## src/rtl/hpi_boot_pkg.sv

```systemverilog
package hpi_boot_pkg;
    localparam int HPI_W    = 16;
    localparam int LOCK_LEN = 6;
    localparam logic [HPI_W-1:0] LOCK_BASE   = 16'h0000;
    localparam logic [HPI_W-1:0] STREAM_BASE = 16'h2000;
    localparam logic [HPI_W-1:0] CRC_INIT    = 16'hFFFF;
    localparam logic [HPI_W-1:0] CRC_POLY    = 16'h1021;

    typedef enum logic [3:0] {
        S_START, S_LOCK_ADDR, S_LOCK_DATA, S_POLL, S_WAIT,
        S_LOAD_ADDR, S_STREAM, S_CHECK, S_RUN, S_FAIL
    } boot_state_e;

    // Lockout pattern that silences the controller's debug path
    function automatic logic [HPI_W-1:0] lock_word(input logic [2:0] idx);
        case (idx)
            3'd0, 3'd1: lock_word = 16'hCF00;
            3'd2, 3'd3: lock_word = 16'h2000;
            default:    lock_word = 16'h0000;
        endcase
    endfunction
endpackage

```

## src/rtl/hpi_crc16_step.sv

```systemverilog
module hpi_crc16_step
    import hpi_boot_pkg::*;
(
    input  logic [HPI_W-1:0] crc_in,
    input  logic [HPI_W-1:0] word,
    output logic [HPI_W-1:0] crc_out
);
    always_comb begin
        logic [HPI_W-1:0] acc;
        acc = crc_in;
        for (int b = HPI_W - 1; b >= 0; b--) begin
            if (acc[HPI_W-1] ^ word[b])
                acc = {acc[HPI_W-2:0], 1'b0} ^ CRC_POLY;
            else
                acc = {acc[HPI_W-2:0], 1'b0};
        end
        crc_out = acc;
    end
endmodule

```

## src/rtl/hpi_boot_latch.sv

```systemverilog
module hpi_boot_latch (
    input  logic clk,
    input  logic por_n,
    input  logic clr_flag,
    input  logic set_fail,
    output logic flag,
    output logic fail
);
    typedef struct packed {
        logic flag;
        logic fail;
    } latch_t;

    latch_t q, d;

    always_comb begin
        d = q;
        if (clr_flag) d.flag = 1'b0;
        if (set_fail) d.fail = 1'b1;
    end

    always_ff @(posedge clk or negedge por_n) begin
        if (!por_n) q <= '{flag: 1'b1, fail: 1'b0};
        else        q <= d;
    end

    assign flag = q.flag;
    assign fail = q.fail;

    // Only power-on may re-arm the boot flag
    p_flag_no_rearm_r10: assert property (@(posedge clk) disable iff (!por_n)
        !$rose(flag));
    p_fail_sticky_r8: assert property (@(posedge clk) disable iff (!por_n)
        !$fell(fail));
endmodule

```

## src/rtl/hpi_boot_seq.sv

```systemverilog
module hpi_boot_seq
    import hpi_boot_pkg::*;
#(
    parameter logic [15:0] HANDSHAKE  = 16'hC3A5,
    parameter int          BOOT_WORDS = 2048,
    parameter int          RETRY_WAIT = 4096
) (
    input  logic        clk,
    input  logic        por_n,
    input  logic        rst_n,
    input  logic [15:0] in_word,
    input  logic        in_valid,
    output logic        in_ready,
    output logic        hpi_wr,
    output logic        hpi_addr_sel,
    output logic [15:0] hpi_wdata,
    output logic        hpi_rd,
    input  logic [15:0] hpi_rdata,
    input  logic        status_set,
    output logic        boot_irq,
    output logic        boot_flag,
    output logic        boot_fail,
    output logic        mem_enable
);
    localparam int SPAN  = (RETRY_WAIT > BOOT_WORDS) ? RETRY_WAIT : BOOT_WORDS;
    localparam int CNT_W = $clog2(SPAN + 1);
    localparam logic [CNT_W-1:0] LOCK_LAST  = CNT_W'(LOCK_LEN - 1);
    localparam logic [CNT_W-1:0] WAIT_LAST  = CNT_W'(RETRY_WAIT - 1);
    localparam logic [CNT_W-1:0] WORDS_LAST = CNT_W'(BOOT_WORDS - 1);

    typedef struct packed {
        boot_state_e      st;
        logic [CNT_W-1:0] cnt;
        logic [HPI_W-1:0] crc;
        logic             mem_en;
    } seq_t;

    seq_t q, d;
    logic [HPI_W-1:0] crc_next;
    logic             clr_flag, set_fail;
    logic             flag, fail;

    hpi_crc16_step u_crc (
        .crc_in  (q.crc),
        .word    (in_word),
        .crc_out (crc_next)
    );

    hpi_boot_latch u_latch (
        .clk      (clk),
        .por_n    (por_n),
        .clr_flag (clr_flag),
        .set_fail (set_fail),
        .flag     (flag),
        .fail     (fail)
    );

    always_comb begin
        d            = q;
        in_ready     = 1'b0;
        hpi_wr       = 1'b0;
        hpi_addr_sel = 1'b0;
        hpi_wdata    = '0;
        hpi_rd       = 1'b0;
        boot_irq     = 1'b0;
        clr_flag     = 1'b0;
        set_fail     = 1'b0;
        case (q.st)
            S_START: begin
                d.cnt = '0;
                d.crc = CRC_INIT;
                if (fail)      d.st = S_FAIL;
                else if (flag) d.st = S_LOCK_ADDR;
                else           d.st = S_RUN;
            end
            S_LOCK_ADDR: begin
                hpi_wr       = 1'b1;
                hpi_addr_sel = 1'b1;
                hpi_wdata    = LOCK_BASE;
                d.cnt        = '0;
                d.st         = S_LOCK_DATA;
            end
            S_LOCK_DATA: begin
                hpi_wr    = 1'b1;
                hpi_wdata = lock_word(q.cnt[2:0]);
                if (q.cnt == LOCK_LAST) begin
                    d.cnt = '0;
                    d.st  = S_POLL;
                end else begin
                    d.cnt = q.cnt + 1'b1;
                end
            end
            S_POLL: begin
                hpi_rd = 1'b1;
                d.cnt  = '0;
                d.st   = (hpi_rdata == HANDSHAKE) ? S_LOAD_ADDR : S_WAIT;
            end
            S_WAIT: begin
                if (q.cnt == WAIT_LAST) begin
                    d.cnt = '0;
                    d.st  = S_LOCK_ADDR;
                end else begin
                    d.cnt = q.cnt + 1'b1;
                end
            end
            S_LOAD_ADDR: begin
                hpi_wr       = 1'b1;
                hpi_addr_sel = 1'b1;
                hpi_wdata    = STREAM_BASE;
                d.cnt        = '0;
                d.crc        = CRC_INIT;
                d.st         = S_STREAM;
            end
            S_STREAM: begin
                in_ready  = 1'b1;
                hpi_wdata = in_word;
                if (in_valid) begin
                    hpi_wr = 1'b1;
                    d.crc  = crc_next;
                    if (q.cnt == WORDS_LAST) d.st = S_CHECK;
                    else                     d.cnt = q.cnt + 1'b1;
                end
            end
            S_CHECK: begin
                clr_flag = 1'b1;
                if (q.crc == '0) begin
                    boot_irq = 1'b1;
                    d.st     = S_RUN;
                end else begin
                    set_fail = 1'b1;
                    d.st     = S_FAIL;
                end
            end
            S_RUN: begin
                if (status_set) d.mem_en = 1'b1;
            end
            default: ;
        endcase
    end

    always_ff @(posedge clk or negedge rst_n) begin
        if (!rst_n) q <= '{st: S_START, cnt: '0, crc: CRC_INIT, mem_en: 1'b0};
        else        q <= d;
    end

    assign boot_flag  = flag;
    assign boot_fail  = fail;
    assign mem_enable = q.mem_en;

    p_stream_forward_r5: assert property (@(posedge clk) disable iff (!rst_n)
        (in_valid && in_ready) |-> (hpi_wr && !hpi_addr_sel && hpi_wdata == in_word));
    p_rd_wr_excl_r3: assert property (@(posedge clk) disable iff (!rst_n)
        !(hpi_wr && hpi_rd));
    p_irq_single_r7: assert property (@(posedge clk) disable iff (!rst_n)
        boot_irq |=> !boot_irq);
    p_irq_clears_flag_r6: assert property (@(posedge clk) disable iff (!rst_n)
        boot_irq |=> !boot_flag);
    p_no_irq_on_fail_r8: assert property (@(posedge clk) disable iff (!rst_n)
        boot_fail |-> !boot_irq);
    p_mem_gate_r9: assert property (@(posedge clk) disable iff (!rst_n)
        $rose(mem_enable) |-> ($past(status_set) && !boot_fail && !boot_flag));
    p_ready_needs_flag_r6: assert property (@(posedge clk) disable iff (!rst_n)
        in_ready |-> boot_flag);
endmodule

```

## config.mk

```make
export PLATFORM = sky130hd
export DESIGN_NAME = hpi_boot_seq
export DESIGN_NICKNAME = d
export VERILOG_FILES = /design/src/rtl/hpi_boot_pkg.sv /design/src/rtl/hpi_crc16_step.sv /design/src/rtl/hpi_boot_latch.sv /design/src/rtl/hpi_boot_seq.sv
export SDC_FILE = /design/constraint.sdc
export NUM_CORES = 1
export LEC_CHECK = 0
export ABC_AREA = 0
export ABC_CLOCK_PERIOD_IN_PS = 3200
export CAP_MARGIN = 10
export CORE_ASPECT_RATIO = 1.4
export CORE_MARGIN = 10
export CORE_UTILIZATION = 30
export DETAILED_ROUTE_END_ITERATION = 10
export MAX_ROUTING_LAYER = met4
export PLACE_DENSITY_LB_ADDON = 0.25
export SYNTH_ARGS = -nofsm -noshare
export SYNTH_HDL_FRONTEND = slang
export SYNTH_HIERARCHICAL = 1
export SYNTH_SLANG_ARGS = --single-unit
```

## constraint.sdc

```tcl
create_clock -name clk -period 3.2 [get_ports clk]
set_clock_uncertainty 0.2 [all_clocks]
set_input_delay 0.64 -clock clk [delete_from_list [all_inputs] [get_ports clk]]
set_output_delay 0.64 -clock clk [all_outputs]
set_load 0.01 [all_outputs]
```

* Word level (Yosys, flattened, before mapping)
Index checks and enable logic that the tools add are counted.
** Storage, ports and cells
- Bits of input ports :: 37
- Latch bits :: 0
- Memories kept :: 0
- Bits in writable memories :: 0
- Output and inout bits :: 24
- Register bits :: 36
- Memory bits (read-only) :: 0
** Cells by class
- Divide/modulo/power cells :: 0
- Muxes and demuxes :: 42
- Reduce and logical (&&, ||, !) cells :: 16
- Equality and inequality tests :: 20
- Magnitude comparators :: 0
- Multiply operators :: 0
- Add/subtract/negate cells :: 1
- Shifts and indexed selects :: 0
- Bitwise operators :: 32
** Operators with widths (count)
- $mux W13 :: 19
- $pmux W16 S2 :: 2
- $pmux W13 S4 :: 1
- $not A3 Y3 :: 16
- $pmux W16 S3 :: 1
- $mux W33 :: 1
- $pmux W4 S8 :: 1
- $mux W4 :: 5
- $eq A16 B16 Y1 const B :: 1
- $eq A4 B3 Y1 const B :: 4
- $logic_not A16 Y1 :: 1
- $xor A1 B1 Y1 :: 16
- $add A13 B1 Y13 const B :: 1
- $eq A13 B11 Y1 const B :: 1
- $eq A13 B12 Y1 const B :: 1
- $eq A13 B3 Y1 const B :: 1
- $mux W1 :: 11
- $ne A2 B2 Y1 const B :: 5
- $eq A4 B2 Y1 const B :: 2
- $reduce_bool A8 Y1 :: 1
- $reduce_or A2 Y1 :: 4
- $eq A3 B2 Y1 const B :: 2
- $reduce_and A5 Y1 :: 1
- $eq A4 B1 Y1 const B :: 1
- 11 further kinds :: 12

* Longest topological paths before layout
Gate-level depths: netlist of run 1.
- Depth after elaboration :: 34
- Gate-level depth with buffers :: 8

* Hierarchy
The synthesis of run 1 kept the hierarchy.
** Modules (own cells, without submodules)
- hpi_boot_seq :: area each 2220.9 um2, seq. area each 870.8 um2, cells an instance 261, instances 1
- hpi_crc16_step :: area each 559.3 um2, seq. area each 0.0 um2, cells an instance 50, instances 1
- hpi_boot_latch :: area each 63.8 um2, seq. area each 51.3 um2, cells an instance 4, instances 1

* Worst setup path after synthesis of run 1
OpenSTA, ideal clock, no wires.
- Path kind :: input to register
- Start :: input in_word[15]
- End :: register q[9] (netlist name)
- Required time :: 2.927 ns
- Cell stages on the path :: 6
- Arrival time :: 2.049 ns
- Buffers on the path :: 0
- Path slack :: 0.878 ns
- Cell sequence :: xor2_2 -> xor3_2 -> xnor2_1 -> xor2_1 -> nor2_1 -> a21oi_1
** On the way
- Longest elaborated chain between the ends :: 13
** Ends and longest elaborated chain
- start: declaration :: RTL line hpi_boot_seq.sv:11 : input logic [15:0] in_word,
- $xor A1 B1 Y1 :: RTL line hpi_crc16_step.sv:12 : if (acc[HPI_W-1] ^ word[b])
- $mux W13 :: RTL line hpi_crc16_step.sv:12
- $xor A1 B1 Y1 :: RTL line hpi_crc16_step.sv:12
- $mux W13 :: RTL line hpi_crc16_step.sv:12
- $xor A1 B1 Y1 :: RTL line hpi_crc16_step.sv:12
- $mux W13 :: RTL line hpi_crc16_step.sv:12
- $xor A1 B1 Y1 :: RTL line hpi_crc16_step.sv:12
- $mux W13 (4 in a row) :: RTL line hpi_crc16_step.sv:12
- named net crc_next[8] :: RTL line hpi_boot_seq.sv:39 : logic [HPI_W-1:0] crc_next;
- $mux W33 :: RTL line hpi_boot_seq.sv:117 : if (in_valid) begin
- $pmux W16 S2 :: RTL line hpi_boot_seq.sv:68 : case (q.st)
- end signal: assignment :: RTL line hpi_boot_seq.sv:142 : if (!rst_n) q <= '{st: S_START, cnt: '0, crc: CRC_INIT, mem_en: 1'b0};
- end: declaration :: RTL line hpi_boot_seq.sv:38 : seq_t q, d;
The timed path passes the listed nets, and every way through them passes these cells. The select of a mux whose other input is x is not followed.
A chain may end at the register's enable or synchronous reset.

* Worst setup path after layout of run 1
- Start :: register q[31] (netlist name)
- End :: output hpi_wdata[15]
** On the way
- Longest elaborated chain between the ends :: 2
- Elaborated cells between the ends (all ways) :: 4
- Those cells by class :: eq/ne (3); mux (1)
** Ends and longest elaborated chain
- $eq A4 B3 Y1 or $eq A4 B2 Y1 (tied branches) :: RTL line hpi_boot_seq.sv:68
- $pmux W16 S3 * :: RTL line hpi_boot_seq.sv:68
- end: declaration :: RTL line hpi_boot_seq.sv:16 : output logic [15:0] hpi_wdata,
Every way passes the cells marked *; elsewhere a longest branch is shown, timed or not.

==> out/metrics.yaml, run 1 <==
run_status:
  status: "completed"
pwr:
  power_frac_comb_pct: 52.8
  seq_power_share_pct: 26.9
  total_power_uw: 2390
  p_sw_share_pct: 35.4
  clkPwrFrac_pct: 20.3
  p_int_uw: 1550
  peakVddDrop_uv: 239
  power_density_nw_per_um2: 634
  p_sw_uw: 845
  power.leakage_uw: 0.00154
sta:
  min_period_over_period_pct: 93.2
  tightest_slew_ns: 0.456
  setup_viol: 0
  hold_viol_final: 0
  grt_setup_unrepaired: "false"
  totalNegativeSetupSlack_ns: 0
  period_needed_ns: 2.98
  maxSlewHeadroom_pct: 69.2
  hold_ws_ns: 0.287
  fmax_mhz: 335
  drv_slew: 0
worst_setup_path:
  end_kind: "primary output"
  slowest_delay_ns: 0.50
  cp.arrival_ns: 2.14
  slowest_stage: "clkdlybuf4s50_1"
  r2r_setup_slack_ns: 0.67
  reg2reg_from: "q[18]"
  critPathKind: "register to primary output"
  crit_chain: "nor2b_2, buf_4, nand2_1, clkinv_1, nand2_1, nand2_1, clkdlybuf4s50_1"
  critPathLaunchType: "register"
  required_ns: 2.36
  crit_fanout: 12
  r2r_cells: 7
  cpMostUsedCell: "nand2_1"
  crit_path_start: "q[31]"
  r2r_end: "q[24]"
synth:
  ys_ff_latch: 36
  synth_edf_count: 0
  synth_top_cell_area_share_pct: 16.7
  synth_largest_area_cell: "dfrtp_1"
  synthTopCellsByCount: "nor2_1, xnor2_1, a21oi_1, nand2_1, dfrtp_1"
  seq_area_frac_synth_pct: 32.4
  yosys-top-cells-area: "dfrtp_1, dfstp_2, xnor2_1"
  synth_nets: 354
  yosysWarnings: 6
  yosysUniqueCellTypes: 58
  syn_avg_cell_area_sq_um: 9.03
  synthesis.area_sq_um: 2840
  netlist_instances: 315
  synthFlopType: "dfrtp_1"
  yosysMostFrequentCell: "nor2_1"
  async_reset_ff_share_pct: 100
floorplanning:
  rows: 42
  die-area_sq_um: 13800
  io_pins: 61
  die_y_um: 135
  core_sq_um: 9350
  die_width_um: 102
  start_util_pct: 30.4
grt:
  grt_pass1_wl_um: 13100
  grt.overflow.total: 0
  track_usage_pct: 12.3
  grt_pass1_vias: 2447
  antenna_found_initial: 0
  grt_max_degree: 35
finish:
  diodes: 0
  syn_to_final_growth_pct: 32.7
  fillerInstances: 968
  drive_gt1_share_pct: 16.6
  final_nets: 423
placement:
  place_hpwl_um: 6530
  gp_congestion: 0.813
  numPortBuffers: 60
clock_tree:
  htree_levels: 2
  cts_root_buf: "clkbuf_16"
  clock-sinks: 36
  numCtsBuffers: 5
  insertion_delay_ns: 0.28
  clkTransAtPathRegs_ns: 0.06
  clock_path_buffers: 2
  cts_tree: "yes"
drt:
  detail_route.vias_per_cell: 5.02
  wl_met1_um: 3220
  wl_met2_um: 4680
  top_layer: "met4"
  drt-total-wl_um: 8270
  drtAntennaViolNets: 0
  first_pass_iters: 4
  drt_iter0_drc: 114
  drcViolationCount: 0
  vias: 2483
  route.met3.wl_um: 266
  routedWlPerCell_um: 16.7
worst_hold_path:
  hold_path_end: "mem_enable"
  whs_path_depth: 1
  min_path_type: "register to register"
  hold_start: "mem_enable"
run:
  maxCapViolations: 0
[flip-flops by register name (all words and copies together), names as in the netlist]
name,cells
u_latch/flag,1
u_latch/fail,1
q,33
mem_enable,1
[per-stage QoR]
step	setup slack [ns]	instance area, sq um	std cells	util [%]
floorplan	0.878	2840	315	-
global placement	0.207	3630	487	38.8
detailed placement	0.196	3630	487	38.8
CTS	0.0302	3770	495	40.3
global route	0.0350	3770	495	40.3
finish	0.219	3770	495	40.3
[critical path: cells and delay by family, from the launching register on]
| kind | cells | cell delay (ns) |
|---|---|---|
| flops | 1 | 0.46 |
| buf+inv | 3 | 0.91 |
| simple gates | 4 | 0.48 |
[per-layer routing]
layer | track usage (%) | vias up
met5 | - | -
met4 | 3.62 | 0
met3 | 2.25 | 7
met2 | 22.8 | 31
met1 | 12.8 | 1196
li1 | - | 1249
[area by class of cell]
class	count	area, sq um	area share, %
multi-input combinational	256	1790	47.4
sequential	36	923	24.5
timing repair buffer	79	756	20.0
tap	110	138	3.65
clock buffer	5	125	3.32
inverter	6	22.5	0.597
clock inverter	3	18.8	0.497
[cells by family (layout without fill, tap and decap cells)]
family                   after synthesis  count (layout)  synth area share (%)
buffers and inverters                 23              93                  4.71
AND/OR/NAND/NOR                      139             139                  25.8
flip-flops                            36              36                  32.4
XOR/XNOR                              50              50                  19.7
AO/OA/AOI/OAI                         64              64                  16.1
adder cells (fa/ha/maj)                2               2                 0.880
multiplexers                           1               1                 0.396
[how the worst max path moves through the flow]
stage,depth (start not counted),endpoint
3_5_place_dp,7,q[8]
3_3_place_gp,7,q[8]
4_1_cts,7,hpi_wdata[13]
2_1_floorplan,6,q[9]
5_1_grt,7,hpi_wdata[15]
6_report,7,hpi_wdata[15]
[cells in the final DEF (no fill, tap or decap), types with 3 or more instances in the layout]
master	synthesis	final
o21ai_0	7	7
and3_1	11	11
and4_1	4	4
dfstp_2	17	17
nand2b_1	5	5
inv_1	5	5
a21oi_1	25	25
and2_1	7	7
buf_4	0	18
clkdlybuf4s50_1	0	60
xnor2_1	30	30
clkbuf_16	0	5
a2111oi_0	5	5
nor2_1	44	44
dfrtp_1	19	18
nor3_1	5	5
nand2_1	25	25
nand3_1	8	8
nor4_1	8	8
xnor3_1	3	3
xor2_1	10	10
nor2b_1	8	7
a221o_1	8	8
[power by group through the flow]
stage | registers [uW] | clock network, uW | logic [uW]
floorplan | 630 | 0 | 1000
global placement | 653 | 0 | 1270
detailed placement | 654 | 0 | 1270
CTS | 647 | 503 | 1280
global route | 656 | 521 | 1370
finish | 644 | 485 | 1260
[what timing repair did]
| item | CTS | global route |
|---|---|---|
| resized for setup | 0 | 2 |
| buffers inserted | 0 | 0 |
| endpoints found under the setup margin | 0 | 7 |
| hold buffers | 0 | 0 |
No activity file was read; power rests on OpenSTA's default activity.
==> run 2, diff against run 1 <==
--- a/config.mk
+++ b/config.mk
@@ -5,7 +5,7 @@
 export SDC_FILE = /design/constraint.sdc
 export NUM_CORES = 1
 export LEC_CHECK = 0
-export ABC_AREA = 0
+export ABC_AREA = 1
 export ABC_CLOCK_PERIOD_IN_PS = 3200
 export CAP_MARGIN = 10
 export CORE_ASPECT_RATIO = 1.4
==> run 2 against run 1 <==
Compared with the run above: die area is 15% higher; clock-buffer cell count is 1 higher; combinational power is 59% lower; critical path depth is 1 lower; clock power is 3% higher; design area is 13% higher; sequential power is 18% lower; routed wire length is 16% higher; worst setup slack worse by 0.036 ns; synthesized cell count is 69% higher; critical endpoint is now hpi_wdata[4]; highest routed layer unchanged.
==> out/metrics.yaml, run 2 <==
synth:
  seq_area_frac_synth_pct: 27.4  # -5.0 points
  netlist_instances: 532  # +69%
  yosysUniqueCellTypes: 37  # -36%
  ys_ff_latch: 36  # unchanged
  synth_largest_area_cell: "nand2_1"
  synth_top_cell_area_share_pct: 17.7  # +1.0 points
  yosysMostFrequentCell: "nand2_1"
  async_reset_ff_share_pct: 100  # unchanged
  synth_nets: 571  # +61%
  synth_edf_count: 0  # unchanged
  synthFlopType: "dfrtp_1"
  yosys-top-cells-area: "nand2_1, dfrtp_1, dfstp_2"
  yosysWarnings: 6  # unchanged
  synthTopCellsByCount: "nand2_1, inv_1, nor2_1"
  synthesis.area_sq_um: 3360  # +18%
  syn_avg_cell_area_sq_um: 6.32  # -30%
finish:
  fillerInstances: 1195  # +23%
  final_nets: 631  # +49%
  top_register: "q"
  drive_gt1_share_pct: 13.2  # -3.5 points
  diodes: 0  # unchanged
  largest_reg_flops: 33  # unchanged
  fin_cells: 734  # +48%
  syn_to_final_growth_pct: 26.7
  mostFrequentLayoutCell: "nand2_1"
  final_cell_mix: "nand2_1, inv_1, nor2_1"
pwr:
  peakVddDrop_uv: 198  # -17%
  power.leakage_uw: 0.00216  # +40%
  seq_power_share_pct: 34.1  # +7.2 points
  p_sw_uw: 527  # -38%
  power_frac_comb_pct: 33.5  # -19 points
  power_density_nw_per_um2: 362  # -43%
  clkPwrFrac_pct: 32.4  # +12 points
  p_int_uw: 1010  # -34%
  p_sw_share_pct: 34.2  # -1.1 points
sta:
  grt_setup_unrepaired: "false"
  totalNegativeSetupSlack_ns: 0  # unchanged
  hold_viol_final: 0  # unchanged
  fmax_mhz: 331  # -1.2%
  drv_slew: 0  # unchanged
  period_needed_ns: 3.02  # +0.0356 ns
  maxSlewHeadroom_pct: 65.0  # -4.1 points
  tightest_slew_ns: 0.524  # +0.0676 ns
  setup_viol: 0  # unchanged
  min_period_over_period_pct: 94.3  # +1.1 points
clock_tree:
  numCtsBuffers: 5  # unchanged
  insertion_delay_ns: 0.29  # about the same
  ctsHoldBuffers: 0  # unchanged
  cts_tree: "yes"
  htree_levels: 2  # unchanged
  clock-sinks: 36  # unchanged
  cts_root_buf: "clkbuf_16"
  clock_path_buffers: 2  # unchanged
  clkTransAtPathRegs_ns: 0.05  # about the same
drt:
  first_pass_iters: 4  # unchanged
  drtAntennaViolNets: 0  # unchanged
  routedWlPerCell_um: 13.1  # -22%
  drcViolationCount: 0  # unchanged
  drt_iter0_drc: 173  # +52%
  detail_route.vias_per_cell: 4.63  # -7.7%
  drt-total-wl_um: 9610  # +16%
  vias: 3399  # +37%
placement:
  numPortBuffers: 60  # unchanged
  place_hpwl_um: 7680  # +18%
  gp_congestion: 0.879  # +8.1%
  dp_cells: 725  # +49%
run_status:
  status: "completed"
worst_setup_path:
  r2r_cells: 11  # +4
  reg2reg_from: "q[16]"
  critPathLaunchType: "register"
  r2r_end: "q[4]"
  critPathKind: "register to primary output"
  crit_fanout: 29  # +17
  end_kind: "primary output"
  crit_path_start: "q[33]"
  cp.arrival_ns: 2.18  # +0.04 ns
  r2r_setup_slack_ns: 1.05  # +0.38 ns
  endpoint: "hpi_wdata[4]"
  required_ns: 2.36  # about the same
grt:
  grt_pass1_wl_um: 16000  # +22%
  grt_max_degree: 35  # unchanged
  grt_pass1_vias: 3328  # +36%
  grt.overflow.total: 0  # unchanged
  track_usage_pct: 12.6  # +0.26 points
  antenna_found_initial: 0  # unchanged
floorplanning:
  start_util_pct: 30.8  # +0.39 points
  rows: 45  # +7.1%
  core_sq_um: 10900  # +17%
  die_width_um: 109  # +7.0%
  die_y_um: 145  # +7.5%
  die-area_sq_um: 15900  # +15%
  io_pins: 61  # unchanged
run:
  maxCapViolations: 0  # unchanged
worst_hold_path:
  min_path_type: "register to register"
==> run 2: worst max-delay path: stages, from the launching register on <==
cell	delay [ns]
dfrtp_1	0.44
inv_2	0.14
nand2_2	0.13
nor2_8	0.21
inv_2	0.24
nor2_1	0.15
clkdlybuf4s50_1	0.57
==> run 2: cells by family (layout without fill, tap and decap cells) <==
group / after synthesis / after routing / share of synthesized area [%]
fa+ha+maj: 2 / 2 / 0.744
simple gates: 330 / 330 / 44.8
xor+xnor: 31 / 31 / 8.74
flops: 36 / 36 / 27.4
buf+inv: 91 / 152 / 11.1
compound gates: 42 / 42 / 7.18
==> run 2: worst min path at each step <==
stage                  from      endpoint  slack, ns  cells past startpoint
2_1_floorplan         rst_n    mem_enable       0.14                      0
3_3_place_gp   u_latch/flag  u_latch/flag       0.26                      2
3_5_place_dp   u_latch/flag  u_latch/flag       0.27                      2
4_1_cts        u_latch/flag  u_latch/flag       0.28                      2
5_1_grt        u_latch/flag  u_latch/flag       0.28                      2
6_report       u_latch/flag  u_latch/flag       0.27                      2
==> run 2: through the flow <==
stage	util, %	hold WS, ns	area [sq um]	setup slack [ns]	total power [uW]
4_1_cts	38.8	0.277	4240	0.0334	1560
3_3_place_gp	37.5	0.260	4090	0.366	1040
5_1_grt	39.0	0.281	4260	0.0249	1650
6_report	39.0	0.273	4260	0.183	1540
3_5_place_dp	37.5	0.267	4090	0.352	1050
2_1_floorplan	-	0.144	3360	1.02	900
==> run 2: per-layer routing <==
metal	global-route usage, %	routed length (um)
met1	14.2	4010
met2	21.5	4960
met3	2.26	402
met4	4.44	236
met5	-	0
==> run 2: layout make-up <==
cell class              instances  area [sq um]  share of cell area [%]
clock buffers                   6           139                    3.26
well taps                     141           176                    4.14
repair buffers                 64           634                    14.9
inverters                      80           303                    7.11
clock inverters                 2          10.0                   0.235
flip-flops and latches         36           922                    21.6
multi-input cells             405          2080                    48.7
==> run 2: power groups by stage <==
stage                     Sequential [uW]  Clock, uW  Combinational, uW
after floorplan                       527          0                374
after global placement                531          0                509
after detailed placement              533          0                517
after CTS                             525        519                520
after global routing                  530        540                585
final                                 525        500                516
==> run 2: what timing repair did <==
| action | CTS | global route |
|---|---|---|
| gates resized for setup | 0 | 2 |
| buffers inserted | 0 | 0 |
| setup endpoints to repair | 0 | 6 |
